--- src/rtl/qz_pkg.sv ---
package qz_pkg;
  // default widths of the quantizer datapath
  localparam int QZ_CW = 12;  // coefficient width
  localparam int QZ_DW = 8;   // divisor width
  localparam int QZ_PW = 6;   // block position counter width
endpackage

--- src/rtl/qz_div_step.sv ---
// One restoring-division step: brings in the next dividend bit and produces one quotient bit.
module qz_div_step #(
  parameter int CW = 12,
  parameter int DW = 8
) (
  input  logic          clk,
  input  logic          ena,
  input  logic [CW-1:0] in_nq,
  input  logic [DW-1:0] in_rem,
  input  logic [DW-1:0] in_dvs,
  input  logic          in_neg,
  output logic [CW-1:0] out_nq,
  output logic [DW-1:0] out_rem,
  output logic [DW-1:0] out_dvs,
  output logic          out_neg
);
  logic [DW:0] trial;
  logic [DW:0] diff;
  logic        fits;

  always_comb begin
    trial = {in_rem, in_nq[CW-1]};
    diff  = trial - {1'b0, in_dvs};
    fits  = (trial >= {1'b0, in_dvs});
  end

  // Dividend bits shift out at the top and quotient bits shift in at the bottom of one register.
  always_ff @(posedge clk) begin
    if (ena) begin
      out_nq  <= {in_nq[CW-2:0], fits};
      out_rem <= fits ? diff[DW-1:0] : trial[DW-1:0];
      out_dvs <= in_dvs;
      out_neg <= in_neg;
    end
  end
endmodule

--- src/rtl/qz_divider.sv ---
// Sign-magnitude divider unrolled into CW register stages.
module qz_divider #(
  parameter int CW = 12,
  parameter int DW = 8
) (
  input  logic          clk,
  input  logic          ena,
  input  logic [CW-1:0] coef,
  input  logic [DW-1:0] qval,
  output logic [CW-1:0] quo_mag,
  output logic          quo_neg
);
  logic [CW-1:0] nq_c  [0:CW];
  logic [DW-1:0] rem_c [0:CW];
  logic [DW-1:0] dvs_c [0:CW];
  logic          neg_c [0:CW];

  // Magnitude of the coefficient; the most negative value maps to 2^(CW-1) as unsigned.
  always_comb begin
    neg_c[0] = coef[CW-1];
    nq_c[0]  = coef[CW-1] ? (~coef + 1'b1) : coef;
    rem_c[0] = '0;
    dvs_c[0] = qval;
  end

  for (genvar k = 0; k < CW; k++) begin : g_step
    qz_div_step #(.CW(CW), .DW(DW)) u_step (
      .clk     (clk),
      .ena     (ena),
      .in_nq   (nq_c[k]),
      .in_rem  (rem_c[k]),
      .in_dvs  (dvs_c[k]),
      .in_neg  (neg_c[k]),
      .out_nq  (nq_c[k+1]),
      .out_rem (rem_c[k+1]),
      .out_dvs (dvs_c[k+1]),
      .out_neg (neg_c[k+1])
    );
  end

  assign quo_mag = nq_c[CW];
  assign quo_neg = neg_c[CW];
endmodule

--- src/rtl/qz_round.sv ---
// Restores the sign, halves the quotient and rounds up on an odd quotient, then registers the result.
module qz_round #(
  parameter int CW = 12
) (
  input  logic          clk,
  input  logic          rst,
  input  logic          ena,
  input  logic [CW-1:0] mag,
  input  logic          neg,
  output logic [CW-2:0] res
);
  logic [CW-1:0] sq;

  always_comb sq = neg ? (~mag + 1'b1) : mag;

  always_ff @(posedge clk) begin
    if (rst) begin
      res <= '0;
    end else if (ena) begin
      res <= sq[CW-1:1] + {{(CW-2){1'b0}}, sq[0]};
    end
  end
endmodule

--- src/rtl/qz_ctrl.sv ---
// Stream control: a valid shift register that matches the datapath depth, plus the block position counter.
module qz_ctrl #(
  parameter int LAT     = 13,
  parameter int PW      = 6,
  parameter bit HAS_POS = 1'b1
) (
  input  logic          clk,
  input  logic          rst,
  input  logic          ena,
  input  logic          start,
  output logic          res_vld,
  output logic [PW-1:0] blk_pos
);
  logic           running;
  logic [LAT-1:0] vpipe;

  always_ff @(posedge clk) begin
    if (rst) begin
      running <= 1'b0;
      vpipe   <= '0;
    end else if (ena) begin
      if (start) running <= 1'b1;
      vpipe <= {vpipe[LAT-2:0], start | running};
    end
  end

  assign res_vld = vpipe[LAT-1];

  if (HAS_POS) begin : g_pos
    logic [PW-1:0] pos_q;
    always_ff @(posedge clk) begin
      if (rst) begin
        pos_q <= '0;
      end else if (ena) begin
        if (start)        pos_q <= '0;
        else if (running) pos_q <= pos_q + 1'b1;
      end
    end
    assign blk_pos = pos_q;
  end else begin : g_nopos
    assign blk_pos = '0;
  end
endmodule

--- src/rtl/qz_quantizer.sv ---
module qz_quantizer
  import qz_pkg::*;
#(
  parameter int CW      = QZ_CW,
  parameter int DW      = QZ_DW,
  parameter int PW      = QZ_PW,
  parameter bit HAS_POS = 1'b1
) (
  input  logic          clk,
  input  logic          rst,
  input  logic          ena,
  input  logic          start,
  input  logic [CW-1:0] coef,
  input  logic [DW-1:0] qval,
  output logic [CW-2:0] res,
  output logic          res_vld,
  output logic [PW-1:0] blk_pos
);
  // CW divider stages followed by one rounding stage
  localparam int LAT = CW + 1;

  logic [CW-1:0] q_mag;
  logic          q_neg;

  qz_divider #(.CW(CW), .DW(DW)) u_div (
    .clk     (clk),
    .ena     (ena),
    .coef    (coef),
    .qval    (qval),
    .quo_mag (q_mag),
    .quo_neg (q_neg)
  );

  qz_round #(.CW(CW)) u_rnd (
    .clk (clk),
    .rst (rst),
    .ena (ena),
    .mag (q_mag),
    .neg (q_neg),
    .res (res)
  );

  qz_ctrl #(.LAT(LAT), .PW(PW), .HAS_POS(HAS_POS)) u_ctl (
    .clk     (clk),
    .rst     (rst),
    .ena     (ena),
    .start   (start),
    .res_vld (res_vld),
    .blk_pos (blk_pos)
  );
endmodule

--- config.mk ---
export PLATFORM = sky130hd
export DESIGN_NAME = qz_quantizer
export DESIGN_NICKNAME = d
export VERILOG_FILES = /design/src/rtl/qz_pkg.sv /design/src/rtl/qz_div_step.sv /design/src/rtl/qz_divider.sv /design/src/rtl/qz_round.sv /design/src/rtl/qz_ctrl.sv /design/src/rtl/qz_quantizer.sv
export SDC_FILE = /design/constraint.sdc
export NUM_CORES = 1
export LEC_CHECK = 0
export ABC_AREA = 1
export BUFFER_PORTS_ARGS = -buffer_cell sky130_fd_sc_hd__buf_4
export CORE_MARGIN = 2
export CORE_UTILIZATION = 40
export DETAILED_ROUTE_END_ITERATION = 16
export SLEW_MARGIN = 20
export SYNTH_ARGS = -nofsm -noshare
export SYNTH_HDL_FRONTEND = slang
export SYNTH_SLANG_ARGS = --single-unit
--- constraint.sdc ---
create_clock -name clk -period 3.6 [get_ports clk]
set_input_delay 0.72 -clock clk [delete_from_list [all_inputs] [get_ports clk]]
set_output_delay 0.72 -clock clk [all_outputs]
set_load 0.02 [all_outputs]
# After elaboration in Yosys (flattened, before gate mapping)
# Index checks and enable logic that the tools add are counted.
word_totals:
  inputBits: 24
  output_inout_bits: 18
  mem_count: 0
  latchBits: 0
  mem_bits_ro: 0
  mem_bits_rw: 0
  regBits: 363
classes:
  reduce_logical: 3
  order_cmp: 12
  shift: 0
  n_mux: 15
  n_div: 0
  n_bitwise: 3
  n_eq_ne: 0
  n_mul: 0
  addsub: 15
op_table:
  columns: ["op", "n"]
  rows:
  - ["greater-or-equal comparator 9 x 8 -> 1 bit", 11]
  - ["two-way mux 8 bit", 10]
  - ["subtractor 8 bit", 10]
  - ["adder 12 x 1 -> 12 bit (second input constant)", 2]
  - ["two-way mux 12 bit", 2]
  - ["NOT 12 bit", 2]
  - ["two-way mux 6 bit", 2]
  - ["adder 11 x 1 -> 11 bit", 1]
  - ["greater-or-equal comparator 1 x 8 -> 1 bit", 1]
  - ["subtractor 1 x 8 -> 8 bit", 1]
  - ["adder 6 x 1 -> 6 bit (second input constant)", 1]
  - ["AND reduction 2 bit", 2]
  - ["nonzero test 2 bit", 1]
  - ["two-way mux 1 bit", 1]
  - ["OR 1 bit", 1]

# Longest topological paths before layout
depth:
  ltp_word: 5
  depth_mapped: 16

# By module
# A second synthesis with hierarchy kept.
unflattened:
  hier_cells: 1991
  area_unflattened_um2: 20315.7
by_module_without_submodules:
  columns: ["mod", "seq_area_each_um2", "instances", "cells_per_inst", "area_per_inst_um2"]
  rows:
  - ["qz_div_step (u_div.g_step[1].u_step ...)", 870.8, 7, 138, 1525.2]
  - ["qz_div_step (u_div.g_step[0].u_step ...)", 870.8, 4, 138, 1522.7]
  - ["qz_div_step (u_div.g_step[6].u_step)", 870.8, 1, 136, 1468.9]
  - ["qz_round", 220.2, 1, 170, 1004.7]
  - ["qz_ctrl", 400.4, 1, 109, 783.3]
  - ["qz_divider", 0.0, 1, 58, 291.5]

# Least setup slack after synthesis
# OpenSTA, ideal clock, no wires.
synth_path:
  path_type: "input -> register"
  from: "input coef[1]"
  to: "register u_div.g_step[0].u_step.out_rem[0] (data pin)"
  required_time_ps: 3340
  arrival_ps: 2435
  n_path_buf: 0
  path_stages: 16
  slack_ps: 905
  setup_time_ps: 260
  cell_sequence: "nor2_1 -> nand2_1 -> nor3_1 -> nand3_1 -> nor4_1 -> inv_1 -> ha_1 -> inv_1 -> ha_1 -> inv_1 -> nor2_1 -> nand2_1 -> a21oi_1 -> inv_1 -> nand2_1 -> o21ai_0"
synth_between:
  elab_chain_len: 5
  elab_cells_between_ends: 6
  cone_classes: "add/sub: 2; order compare: 1; mux: 2; bitwise: 1"
synth_rtl:
  columns: ["element", "line", "source"]
  rows:
  - ["from (decl)", "qz_quantizer.sv:13", "input logic [CW-1:0] coef,"]
  - ["NOT 12 bit", "qz_divider.sv:21", "nq_c[0] = coef[CW-1] ? (~coef + 1'b1) : coef;"]
  - ["adder 12 x 1 -> 12 bit", "qz_divider.sv:21", null]
  - ["two-way mux 12 bit", "qz_divider.sv:21", null]
  - ["greater-or-equal comparator 1 x 8 -> 1 bit", "qz_div_step.sv:24", "fits = (trial >= {1'b0, in_dvs});"]
  - ["net u_div.g_step[0].u_step.fits", "qz_div_step.sv:19", "logic fits;"]
  - ["two-way mux 1 bit", "qz_div_step.sv:31", "out_rem <= fits ? diff[DW-1:0] : trial[DW-1:0];"]
  - ["to (signal assigned)", "qz_div_step.sv:31", null]
  - ["to (decl)", "qz_div_step.sv:13", "output logic [DW-1:0] out_rem,"]
# The timed path passes the listed nets, and every way through them passes these cells.
# A chain may end at the register's enable or synchronous reset.

# Worst setup path after layout
# Ends and elaborated chain as after synthesis.

==> impl_metrics.py <==
metrics = {
    "cells_and_area": {
        "final_util_pct": 46.1,
        "final_common_cell": "edfxtp_1",
        "antenna_cells": 0,
        "final_layout_size_suffix_gt1_share_pct": 10.5,
        "area_growth_pct": 13.5,
        "layout_common_cells": "332 x edfxtp_1, 267 x nand2_1, 209 x inv_1, 107 x nor2_1, 97 x nand3_1",
        "nets": 1658,
    },
    "timing": {
        "drv_slew": 0,
        "rsz0062_at_grt": "false",
        "fin_crit_ns": 2.79,
        "timing.fmax_ghz": 0.359,
        "min_period_over_period_pct": 77.4,
        "fin_ws_ns": 0.814,
        "hold_viol_final": 0,
        "worst_hold_slack_ns": 0.377,
        "finClkSkew_ns": 0.0167,
        "setup_tns_ns": 0,
        "tightest_slew_ns": 0.657,
        "timing.max_slew.rel_slack_pct": 56.2,
        "setup_viol": 0,
    },
    "placement": {
        "dp.final_hpwl_um": 18900,
        "place_congestion": 0.854,
        "port-buffer-count": 41,
        "place_ws_ns": 0.280,
    },
    "global_routing": {
        "gr-total-overflow": 0,
        "grt_max_degree": 122,
        "antenna_found_initial": 0,
        "grt_pass1_wl_um": 45100,
        "grt_pass1_vias": 9842,
        "grtUsageTotal_pct": 12.6,
    },
    "logic_synthesis": {
        "postSynthRegisterBits": 363,
        "yosysSeqAreaShare_pct": 63.5,
        "yosys.cell_types.count": 38,
        "synth_cells": 1454,
        "synth.area.top_cells": "edfxtp_1 60%, ha_1 7.1%, nand2_1 6.0%",
        "synth_fp_nets": 1583,
        "postSynthAreaPerCell_sq_um": 11.5,
        "syn_area_sq_um": 16700,
        "ys_warn_count": 0,
        "synth_area_leader_cell": "edfxtp_1",
        "synth_top_area_share_pct": 59.8,
    },
    "clock_tree": {
        "ctsRootBufferMaster": "clkbuf_16",
        "cts_resized": 0,
        "cts_tree": "done",
        "cts.sinks": 363,
        "postCtsSetupBuffers": 0,
        "clk_pin_slew_ns": 0.06,
        "max-clock-path-buffers": 3,
        "htree_num_levels": 2,
        "ctsHoldBuffers": 0,
        "insertion_delay_ns": 0.53,
        "cts_buffers": 38,
    },
    "power_and_ir_drop": {
        "power_frac_clock_pct": 30.0,
        "p_total_mw": 13.1,
        "vdd_drop_max_v": 0.000300,
        "swShare_pct": 29.9,
        "power_leakage_nw": 8.05,
        "p_switching_mw": 3.93,
        "p_per_area_nw_per_um2": 695,
        "seqPwrFrac_pct": 44.2,
        "intPower_mw": 9.21,
        "comb_power_share_pct": 25.8,
    },
    "die": {
        "die_area_sq_um": 43300,
        "die_y_um": 208,
        "rows": 74,
        "core_area_sq_um": 41000,
        "start_util_pct": 40.6,
        "io_pins": 42,
        "die_w_um": 208,
    },
    "detailed_routing": {
        "drc": 0,
        "viasPerCell": 4.74,
        "dr_total_vias": 9892,
        "routed_wl_um": 26900,
        "final_antenna_net_count": 0,
        "firstDrtPassIters": 5,
        "drt_iter0_drc": 566,
        "routedWlPerCell_um": 12.9,
    },
    "run_status": {
        "status": "completed",
    },
    "flow_run": {
        "maxCapViolations": 0,
    },
    "worst_setup_path": {
        "r2r_slack_ns": 1.34,
        "crit_fanout": 7,
        "crit_type": "primary input to register",
        "cp.arrival_ns": 3.05,
        "worst_setup_path_end_kind": "register",
        "startpoint_type": "primary input",
        "crit_required_ns": 3.87,
    },
    "worst_hold_path": {
        "worstHoldPathType": "primary input to register",
    },
}
## path summary, 6_finish.rpt
| path | startpoint | to | cells past startpoint |
|---|---|---|---|
| worst max-delay path | coef[1] | u_div.g_step[0].u_step.out_rem[0]$_DFFE_PP_ | 17 |
| worst min-delay path | qval[7] | u_div.g_step[0].u_step.out_dvs[7]$_DFFE_PP_ | 1 |
| worst max register to register | u_div.g_step[5].u_step.out_rem[1]$_DFFE_PP_ | u_div.g_step[6].u_step.out_rem[6]$_DFFE_PP_ | 11 |
| worst min register to register | u_div.g_step[5].u_step.out_nq[5]$_DFFE_PP_ | u_div.g_step[6].u_step.out_nq[6]$_DFFE_PP_ | 0 |
## area by class of cell
| class | instances | area, sq um |
|---|---|---|
| fill | 3697 | 22100 |
| inverter | 220 | 826 |
| tap | 532 | 666 |
| clock inverter | 20 | 250 |
| sequential | 363 | 10600 |
| clock buffer | 47 | 1010 |
| multi-input combinational | 862 | 5210 |
| timing repair buffer | 44 | 375 |
## through the flow
stage / std cells / area, sq um
2_1_floorplan: 1454 / 16700
5_1_grt: 2088 / 18900
4_1_cts: 2088 / 18900
3_3_place_gp: 2021 / 17700
6_report: 2088 / 18900
3_5_place_dp: 2021 / 17700
## power groups by stage
stage	clock network, mW	logic (mW)	registers (mW)
after floorplan	0	2.66	5.81
after global placement	0	3.30	5.87
after detailed placement	0	3.40	5.89
after CTS	4.06	3.42	5.80
after global routing	4.22	3.92	5.87
final	3.95	3.39	5.80
## flip-flops by register name, summed over array words and instances, names as in the netlist
signal and flops:
u_div.g_step.u_step.out_dvs 88, u_div.g_step.u_step.out_neg 12, u_rnd.res 11, u_ctl.blk_pos 6, u_ctl.running 1, u_div.g_step.u_step.out_rem 88, u_div.g_step.u_step.out_nq 144, u_ctl.vpipe 13
## per-layer routing
metal,wire (um),GRT usage (%),up-vias
li1,-,-,5097
met1,10400,13.3,4574
met2,14300,23.8,140
met3,912,2.52,81
met4,1200,6.55,0
met5,0,0,-
## synth_stat cells (all sizes together)
| master | instances |
|---|---|
| nand3b | 3 |
| o21bai | 1 |
| a31oi | 2 |
| nor4 | 4 |
| edfxtp | 332 |
| o21ai | 71 |
| xor2 | 40 |
| nand3 | 100 |
| or2 | 4 |
| fa | 10 |
| clkbuf | 6 |
| o211ai | 2 |
| xnor2 | 22 |
| buf | 3 |
| o221ai | 1 |
| nor2 | 110 |
| inv | 212 |
| clkinv | 8 |
| and3 | 1 |
| dfxtp | 31 |
| nor3 | 18 |
| nand4 | 17 |
| nand2 | 295 |
| a21oi | 63 |
| or3 | 2 |
| a21boi | 1 |
| ha | 95 |
## cells by family (layout without fill, tap and decap cells)
family | count (synthesis) | in the layout | synth area share (%)
compound gates | 141 | 141 | 4.96
xor+xnor | 62 | 62 | 3.26
fa+ha+maj | 105 | 105 | 8.33
buf+inv | 229 | 331 | 5.23
flops | 363 | 363 | 63.5
simple gates | 554 | 554 | 14.7
## worst max-delay path, cell delays in order
cell and delay [ns]:
buf_4 0.11, nor2_1 0.11, nand2_1 0.09, nor3_1 0.27, nand3_1 0.18, nor4_1 0.30
inv_1 0.09, ha_1 0.20, inv_1 0.05, ha_1 0.13, inv_1 0.03, nor2_1 0.15
nand2_1 0.10, a21oi_1 0.20, inv_1 0.14, nand2_1 0.09, o21ai_0 0.08
No activity file was read; power rests on OpenSTA's default activity.
